### config.mk
export PLATFORM = sky130hd
export DESIGN_NAME = irq_cmd_seq
export DESIGN_NICKNAME = d
export VERILOG_FILES = /design/src/rtl/irq_cmd_pkg.sv /design/src/rtl/irq_cmd_fsm.sv /design/src/rtl/irq_isr_unit.sv /design/src/rtl/irq_trig_reg.sv /design/src/rtl/irq_cmd_seq.sv
export SDC_FILE = /design/constraint.sdc
export NUM_CORES = 1
export LEC_CHECK = 0
export BUFFER_PORTS_ARGS = -buffer_cell sky130_fd_sc_hd__buf_2
export CAP_MARGIN = 20
export CORE_MARGIN = 2
export CORE_UTILIZATION = 55
export DETAILED_ROUTE_END_ITERATION = 12
export PLACE_DENSITY = 0.89
export REMOVE_ABC_BUFFERS = 1
export SLEW_MARGIN = 25
export SYNTH_ARGS = -nofsm -noshare
export SYNTH_HDL_FRONTEND = slang
export SYNTH_SLANG_ARGS = --single-unit
### constraint.sdc
create_clock -name clk -period 2.37 [get_ports clk]
set_input_delay 0.237 -clock clk [delete_from_list [all_inputs] [get_ports clk]]
set_output_delay 0.237 -clock clk [all_outputs]
set_load 0.01 [all_outputs]
### src/rtl/irq_cmd_pkg.sv
package irq_cmd_pkg;
  typedef enum logic [2:0] {
    SEQ_IDLE  = 3'd0,
    SEQ_VBASE = 3'd1,
    SEQ_CASC  = 3'd2,
    SEQ_MODE  = 3'd3,
    SEQ_READY = 3'd4
  } seq_t;

  localparam int START_BIT  = 4;
  localparam int OCW_SEL    = 3;
  localparam int SINGLE_BIT = 1;
  localparam int NEEDM_BIT  = 0;
  localparam int R_BIT      = 7;
  localparam int SL_BIT     = 6;
  localparam int EOI_BIT    = 5;
endpackage

### src/rtl/irq_cmd_fsm.sv
module irq_cmd_fsm
  import irq_cmd_pkg::*;
#(
  parameter int W = 8,
  parameter int LINES = 8
) (
  input  logic             clk,
  input  logic             rst,
  input  logic             cmd_we,
  input  logic             data_we,
  input  logic [W-1:0]     wr_data,
  output seq_t             state,
  output logic [W-1:0]     init_word,
  output logic [W-1:0]     vec_base,
  output logic [W-1:0]     casc_word,
  output logic [W-1:0]     mode_word,
  output logic [W-1:0]     ocw3_word,
  output logic [LINES-1:0] mask,
  output logic             cmd_err,
  output logic             eoi_spec,
  output logic             eoi_low
);
  logic is_start, is_op2, op2_ok;
  logic r_b, sl_b, eoi_b;
  seq_t after_base, after_casc;

  assign is_start = wr_data[START_BIT];
  assign r_b   = wr_data[R_BIT];
  assign sl_b  = wr_data[SL_BIT];
  assign eoi_b = wr_data[EOI_BIT];
  assign is_op2 = cmd_we && !is_start && !wr_data[OCW_SEL] && (state == SEQ_READY);
  assign op2_ok = (eoi_b && !r_b) || (r_b && sl_b) || (!eoi_b && !r_b && sl_b);
  assign eoi_spec = is_op2 && eoi_b && !r_b && sl_b;
  assign eoi_low  = is_op2 && eoi_b && !r_b && !sl_b;

  always_comb begin
    after_casc = init_word[NEEDM_BIT] ? SEQ_MODE : SEQ_READY;
    after_base = init_word[SINGLE_BIT] ? after_casc : SEQ_CASC;
  end

  always_ff @(posedge clk) begin
    if (rst) begin
      state     <= SEQ_IDLE;
      init_word <= '0;
      vec_base  <= '0;
      casc_word <= '0;
      mode_word <= '0;
      ocw3_word <= '0;
      mask      <= '0;
      cmd_err   <= 1'b0;
    end else begin
      cmd_err <= 1'b0;
      if (cmd_we) begin
        if (is_start) begin
          init_word <= wr_data;
          state     <= SEQ_VBASE;
        end else if (state != SEQ_READY) begin
          cmd_err <= 1'b1;
        end else if (wr_data[OCW_SEL]) begin
          ocw3_word <= wr_data;
        end else if (!op2_ok) begin
          cmd_err <= 1'b1;
        end
      end else if (data_we) begin
        case (state)
          SEQ_VBASE: begin
            vec_base <= wr_data;
            state    <= after_base;
          end
          SEQ_CASC: begin
            casc_word <= wr_data;
            state     <= after_casc;
          end
          SEQ_MODE: begin
            mode_word <= wr_data;
            state     <= SEQ_READY;
          end
          default: mask <= wr_data[LINES-1:0];
        endcase
      end
    end
  end
endmodule

### src/rtl/irq_isr_unit.sv
module irq_isr_unit #(
  parameter int LINES = 8,
  localparam int IDX_W = $clog2(LINES)
) (
  input  logic             clk,
  input  logic             rst,
  input  logic [LINES-1:0] isr_set,
  input  logic             eoi_spec,
  input  logic             eoi_low,
  input  logic [IDX_W-1:0] level,
  output logic [LINES-1:0] isr,
  output logic             eoi_valid,
  output logic [IDX_W-1:0] eoi_index
);
  logic             low_hit;
  logic [IDX_W-1:0] low_idx;
  logic [LINES-1:0] clr;

  always_comb begin
    low_hit = 1'b0;
    low_idx = '0;
    for (int i = LINES - 1; i >= 0; i--) begin
      if (isr[i]) begin
        low_hit = 1'b1;
        low_idx = IDX_W'(i);
      end
    end
    clr = '0;
    if (eoi_spec) clr[level] = 1'b1;
    else if (eoi_low && low_hit) clr[low_idx] = 1'b1;
  end

  always_ff @(posedge clk) begin
    if (rst) begin
      isr       <= '0;
      eoi_valid <= 1'b0;
      eoi_index <= '0;
    end else begin
      isr       <= (isr | isr_set) & ~clr;
      eoi_valid <= eoi_spec || (eoi_low && low_hit);
      eoi_index <= eoi_spec ? level : low_idx;
    end
  end
endmodule

### src/rtl/irq_trig_reg.sv
module irq_trig_reg #(
  parameter int LINES = 8,
  parameter logic [LINES-1:0] WRMASK = 8'hF8
) (
  input  logic             clk,
  input  logic             rst,
  input  logic             we,
  input  logic [LINES-1:0] d,
  output logic [LINES-1:0] q
);
  always_ff @(posedge clk) begin
    if (rst) q <= '0;
    else if (we) q <= d & WRMASK;
  end
endmodule

### src/rtl/irq_cmd_seq.sv
module irq_cmd_seq
  import irq_cmd_pkg::*;
#(
  parameter int W = 8,
  parameter int LINES = 8,
  parameter logic [LINES-1:0] TRIG_WRMASK = 8'hF8,
  localparam int IDX_W = $clog2(LINES)
) (
  input  logic             clk,
  input  logic             rst,
  input  logic             cmd_we,
  input  logic             data_we,
  input  logic             trig_we,
  input  logic [W-1:0]     wr_data,
  input  logic [LINES-1:0] isr_set,
  output logic [2:0]       seq_state,
  output logic [W-1:0]     init_word,
  output logic [W-1:0]     vec_base,
  output logic [W-1:0]     casc_word,
  output logic [W-1:0]     mode_word,
  output logic [W-1:0]     ocw3_word,
  output logic [LINES-1:0] irq_mask,
  output logic [LINES-1:0] in_service,
  output logic [LINES-1:0] trig_mode,
  output logic             cmd_err,
  output logic             eoi_valid,
  output logic [IDX_W-1:0] eoi_index
);
  seq_t st;
  logic spec, low;

  irq_cmd_fsm #(.W(W), .LINES(LINES)) u_fsm (
    .clk(clk), .rst(rst), .cmd_we(cmd_we), .data_we(data_we), .wr_data(wr_data),
    .state(st), .init_word(init_word), .vec_base(vec_base), .casc_word(casc_word),
    .mode_word(mode_word), .ocw3_word(ocw3_word), .mask(irq_mask),
    .cmd_err(cmd_err), .eoi_spec(spec), .eoi_low(low)
  );

  irq_isr_unit #(.LINES(LINES)) u_isr (
    .clk(clk), .rst(rst), .isr_set(isr_set), .eoi_spec(spec), .eoi_low(low),
    .level(wr_data[IDX_W-1:0]), .isr(in_service), .eoi_valid(eoi_valid),
    .eoi_index(eoi_index)
  );

  irq_trig_reg #(.LINES(LINES), .WRMASK(TRIG_WRMASK)) u_trig (
    .clk(clk), .rst(rst), .we(trig_we), .d(wr_data[LINES-1:0]), .q(trig_mode)
  );

  assign seq_state = st;
endmodule

==> results.tsv <==
stage	metric	value	unit
min_path	cell depth of the worst hold path	3	
cts	number of buffers added to fix hold violations after cts	0	
cts	clock latency reported for the late side of the worst-skew pair	350	ps
place	routability congestion estimate	0.856	
synth	Yosys cell types	55	
cells_and_area	P&R area growth vs syn	17.4	%
synth	area share of the largest cell type after synthesis	45.4	%
min_path	Hold Crit Class	in2reg	
timing	share of the clock period used by the worst path after layout	69.8	%
pwr	combinational group share of total power	11.4	%
setup_path	Crit path required time	2610	ps
grt	GRT Overall Usage	23.5	%
pwr	cell internal pwr	1.81	mW
die	initial standard-cell utilization of the core	58.0	%
die	height of the chip	77.9	microns
timing	transition at the pin with the smallest max-transition slack	815	ps
synth	Ys Warns	0	
cts	number of buffers created by CTS	9	
place	placed insts	438	
setup_path	type of the setup path with the least slack	reg2reg	
setup_path	r2r setup slk	720	ps
die	count of boundary I/O pins	93	
timing	setup total negative slack	0	ps
cts	count of clock tree sinks	68	
min_path	worst hold path endpoint	u_isr.isr[6]	
grt	number of global-route vias before repair	2265	
synth	post-synthesis instance area	0.00300	sq mm
cells_and_area	fraction of layout instances using a drive strength above 1	32.9	%
setup_path	reg-to-reg startpoint	u_fsm.state[1]	
drt	vias per cell	5.40	
setup_path	endpoint of the most critical register-to-register path	u_isr.isr[1]	
timing	setup-violating endpoint count in the final report	0	
flow_run	max-cap violation count	0	
drt	number of violations reported at the end of detailed-routing iteration 0	196	
setup_path	CP Max Fanout	10	
cells_and_area	highest-count cells in the layout ignoring fill and taps	sky130_fd_sc_hd__buf_2, sky130_fd_sc_hd__dfxtp_1, sky130_fd_sc_hd__nor2_1	
timing	min cycle time layout	1650	ps
drt	average wire length per cell after detail routing	15.4	microns
pwr	proportion of total power due to net switching	25.3	%
grt	largest net degree at the start of global routing	47	
die	area of the die	0.00606	sq mm
timing	worst rel slew slack	45.6	%
synth	largest cells by area after synthesis	sky130_fd_sc_hd__dfxtp_1, sky130_fd_sc_hd__mux2i_1, sky130_fd_sc_hd__nor2_1, sky130_fd_sc_hd__nand2_1, sky130_fd_sc_hd__a21oi_1	
die	Core Rows	26	
timing	final setup skew	4.36	ps
cells_and_area	Final Net Count	400	
drt	residual DRC count	0	
drt	DRT antenna net count	0	
setup_path	CP Launch Type	flip-flop	
grt	wire length of the first global-routing pass	11000	microns
timing	final hold violations	0	
grt	number of antenna violations at the first check in global routing	0	
setup_path	worst path arrival time	1900	ps
setup_path	crit path capture type	flip-flop	
cts	CTS root buffer	sky130_fd_sc_hd__clkbuf_8	
synth	total of flip-flops plus latches after synthesis	68	
synth	number of instances in the synthesized netlist	301	
cells_and_area	most common library cell in the layout ignoring fill and taps	sky130_fd_sc_hd__buf_2	
cells_and_area	antenna fix cells	0	
grt	total global routing overflow	0	
cells_and_area	share of the core filled with cells in the final layout	68.1	%
synth	asr flop ratio synth	0	%
synth	portion of the post-synthesis area used by sequential elements	45.4	%
timing	final count of pins violating max slew	0	
pwr	worst-case vdd ir drop	561	uV
synth	largest area contributor in the netlist	sky130_fd_sc_hd__dfxtp_1	
pwr	reported net switching power	610	uW
min_path	hold_sp	isr_set[6]	
cts	count of buffers added by post-CTS timing repair for setup	0	
status	run status	complete, no violations	
drt	vias post-DR	2444	
cells_and_area	fill cell count	421	
cts	largest buffer count on any clock path	2	
cts	H-tree depth	3	
place	IO buf count	88	
place	DP Wirelength	4760	microns
cts	TritonCTS clock tree	yes	
pwr	leakage power	1.78	nW
drt	first-pass iteration count of the detailed router	4	
pwr	fraction of power consumed by sequential logic	50.6	%
pwr	clock network power share	38.0	%
die	Core ar.	0.00517	sq mm
synth	most common flop cell mapped by yosys	sky130_fd_sc_hd__dfxtp_1	
cts	number of instances resized during post-cts repair	0	
drt	wire length after detailed routing	6960	microns
cts	CTS clock-pin slew for the worst setup and hold paths	70	ps
timing	Fmax achieved	605	MHz
cells_and_area	number of non-filler instances in the completed layout	453	
timing	setup repair after global routing missed its margin	false	
die	Die Span X	77.9	microns
synth	number of enable flip-flop cells after synthesis	0	
pwr	pwr/cell area	686	mW/mm^2
synth	average size of a mapped cell	9.97	sq um
setup_path	worst reg2reg path depth	4	
[cells by family (layout without fill, tap and decap cells)]
logic type | after synthesis | after routing | synth area share [%]
AOI/OAI and AO/OA | 37 | 37 | 8.71
buffers and inverters | 31 | 110 | 7.96
DFF | 68 | 68 | 45.4
muxes | 46 | 46 | 15.3
other | 1 | 4 | 0.125
and+or+nand+nor | 118 | 118 | 22.5
[Yosys cell counts (2+ instances only)]
cell	count
sky130_fd_sc_hd__nand3_2	3
sky130_fd_sc_hd__clkbuf_1	6
sky130_fd_sc_hd__and4bb_4	2
sky130_fd_sc_hd__clkbuf_4	3
sky130_fd_sc_hd__inv_1	4
sky130_fd_sc_hd__nor4b_1	2
sky130_fd_sc_hd__buf_6	3
sky130_fd_sc_hd__nor3_2	2
sky130_fd_sc_hd__nand3b_1	2
sky130_fd_sc_hd__nand4b_1	2
sky130_fd_sc_hd__buf_8	2
sky130_fd_sc_hd__buf_1	3
sky130_fd_sc_hd__dfxtp_1	68
sky130_fd_sc_hd__nor3b_1	2
sky130_fd_sc_hd__a21oi_1	14
sky130_fd_sc_hd__nand3_1	2
sky130_fd_sc_hd__buf_4	7
sky130_fd_sc_hd__a211oi_1	4
sky130_fd_sc_hd__a221oi_1	3
sky130_fd_sc_hd__nor3_1	3
sky130_fd_sc_hd__nor3b_2	2
sky130_fd_sc_hd__nor2b_1	4
sky130_fd_sc_hd__o21ai_0	2
sky130_fd_sc_hd__o21bai_1	5
sky130_fd_sc_hd__nand2_1	19
sky130_fd_sc_hd__mux2i_1	46
sky130_fd_sc_hd__nor2_1	58
[worst max-delay path, cell delays in order (launching register included)]
cell,delay [ps]
sky130_fd_sc_hd__dfxtp_1,590
sky130_fd_sc_hd__and4bb_4,320
sky130_fd_sc_hd__and3_4,180
sky130_fd_sc_hd__and2_1,140
sky130_fd_sc_hd__a2111oi_2,320
[per-stage QoR]
stage	setup WS, ps	instance area, sq um	total power, mW	hold slack (ps)
after floorplan	625	2790	1.39	306
after global placement	731	3340	1.51	436
after detailed placement	735	3340	1.52	438
after CTS	721	3520	2.42	201
after global routing	561	3520	2.50	221
final	717	3520	2.42	203
[cell type report]
| class | count | area (sq um) | share of cell area, % |
|---|---|---|---|
| Clock buffer | 13 | 149 | 4.23 |
| Clock inverter | 2 | 35.0 | 0.994 |
| Inverter | 4 | 15.0 | 0.426 |
| Multi-Input combinational cell | 205 | 1410 | 40.1 |
| Sequential cell | 68 | 1360 | 38.6 |
| Tap cell | 70 | 87.6 | 2.49 |
| Timing Repair Buffer | 91 | 463 | 13.1 |
[worst max-delay path by stage]
stage	slack, ps	endpoint	from
2_1_floorplan	630	u_fsm.vec_base[0]	u_fsm.state[2]
3_3_place_gp	730	u_isr.isr[2]	u_fsm.state[2]
3_5_place_dp	730	u_isr.eoi_valid	wr_data[4]
4_1_cts	720	u_isr.isr[1]	u_fsm.state[1]
5_1_grt	560	u_fsm.mask[0]	u_fsm.state[1]
6_report	720	u_isr.isr[1]	u_fsm.state[1]
[power by group through the flow]
stage	registers (mW)	clock network (mW)	logic, mW
finish	1.22	0.919	0.274
CTS	1.22	0.925	0.274
detailed placement	1.25	0	0.272
floorplan	1.26	0	0.126
global placement	1.24	0	0.267
global route	1.23	0.968	0.300
[metal layers]
layer,GRT usage [%],share of wire [%],vias up,wire (microns)
met3,6.63,6.4,11,448
met2,38.8,49,76,3430
li1,-,-,1179,-
met5,0,0,-,0
met4,10.5,1.6,0,110
met1,28.2,43,1178,2960
[registers in the layout, summed over array words and instances (netlist names)]
| register | cells |
|---|---|
| u_fsm.casc_word | 8 |
| u_fsm.init_word | 8 |
| u_fsm.mask | 8 |
| u_fsm.mode_word | 8 |
| u_fsm.vec_base | 8 |
| u_isr.isr | 8 |
| u_fsm.ocw3_word | 7 |
| u_trig.q | 5 |
| u_fsm.state | 3 |
| u_isr.eoi_index | 3 |
| u_fsm.cmd_err | 1 |
| u_isr.eoi_valid | 1 |
No activity file was read; power rests on OpenSTA's default activity.
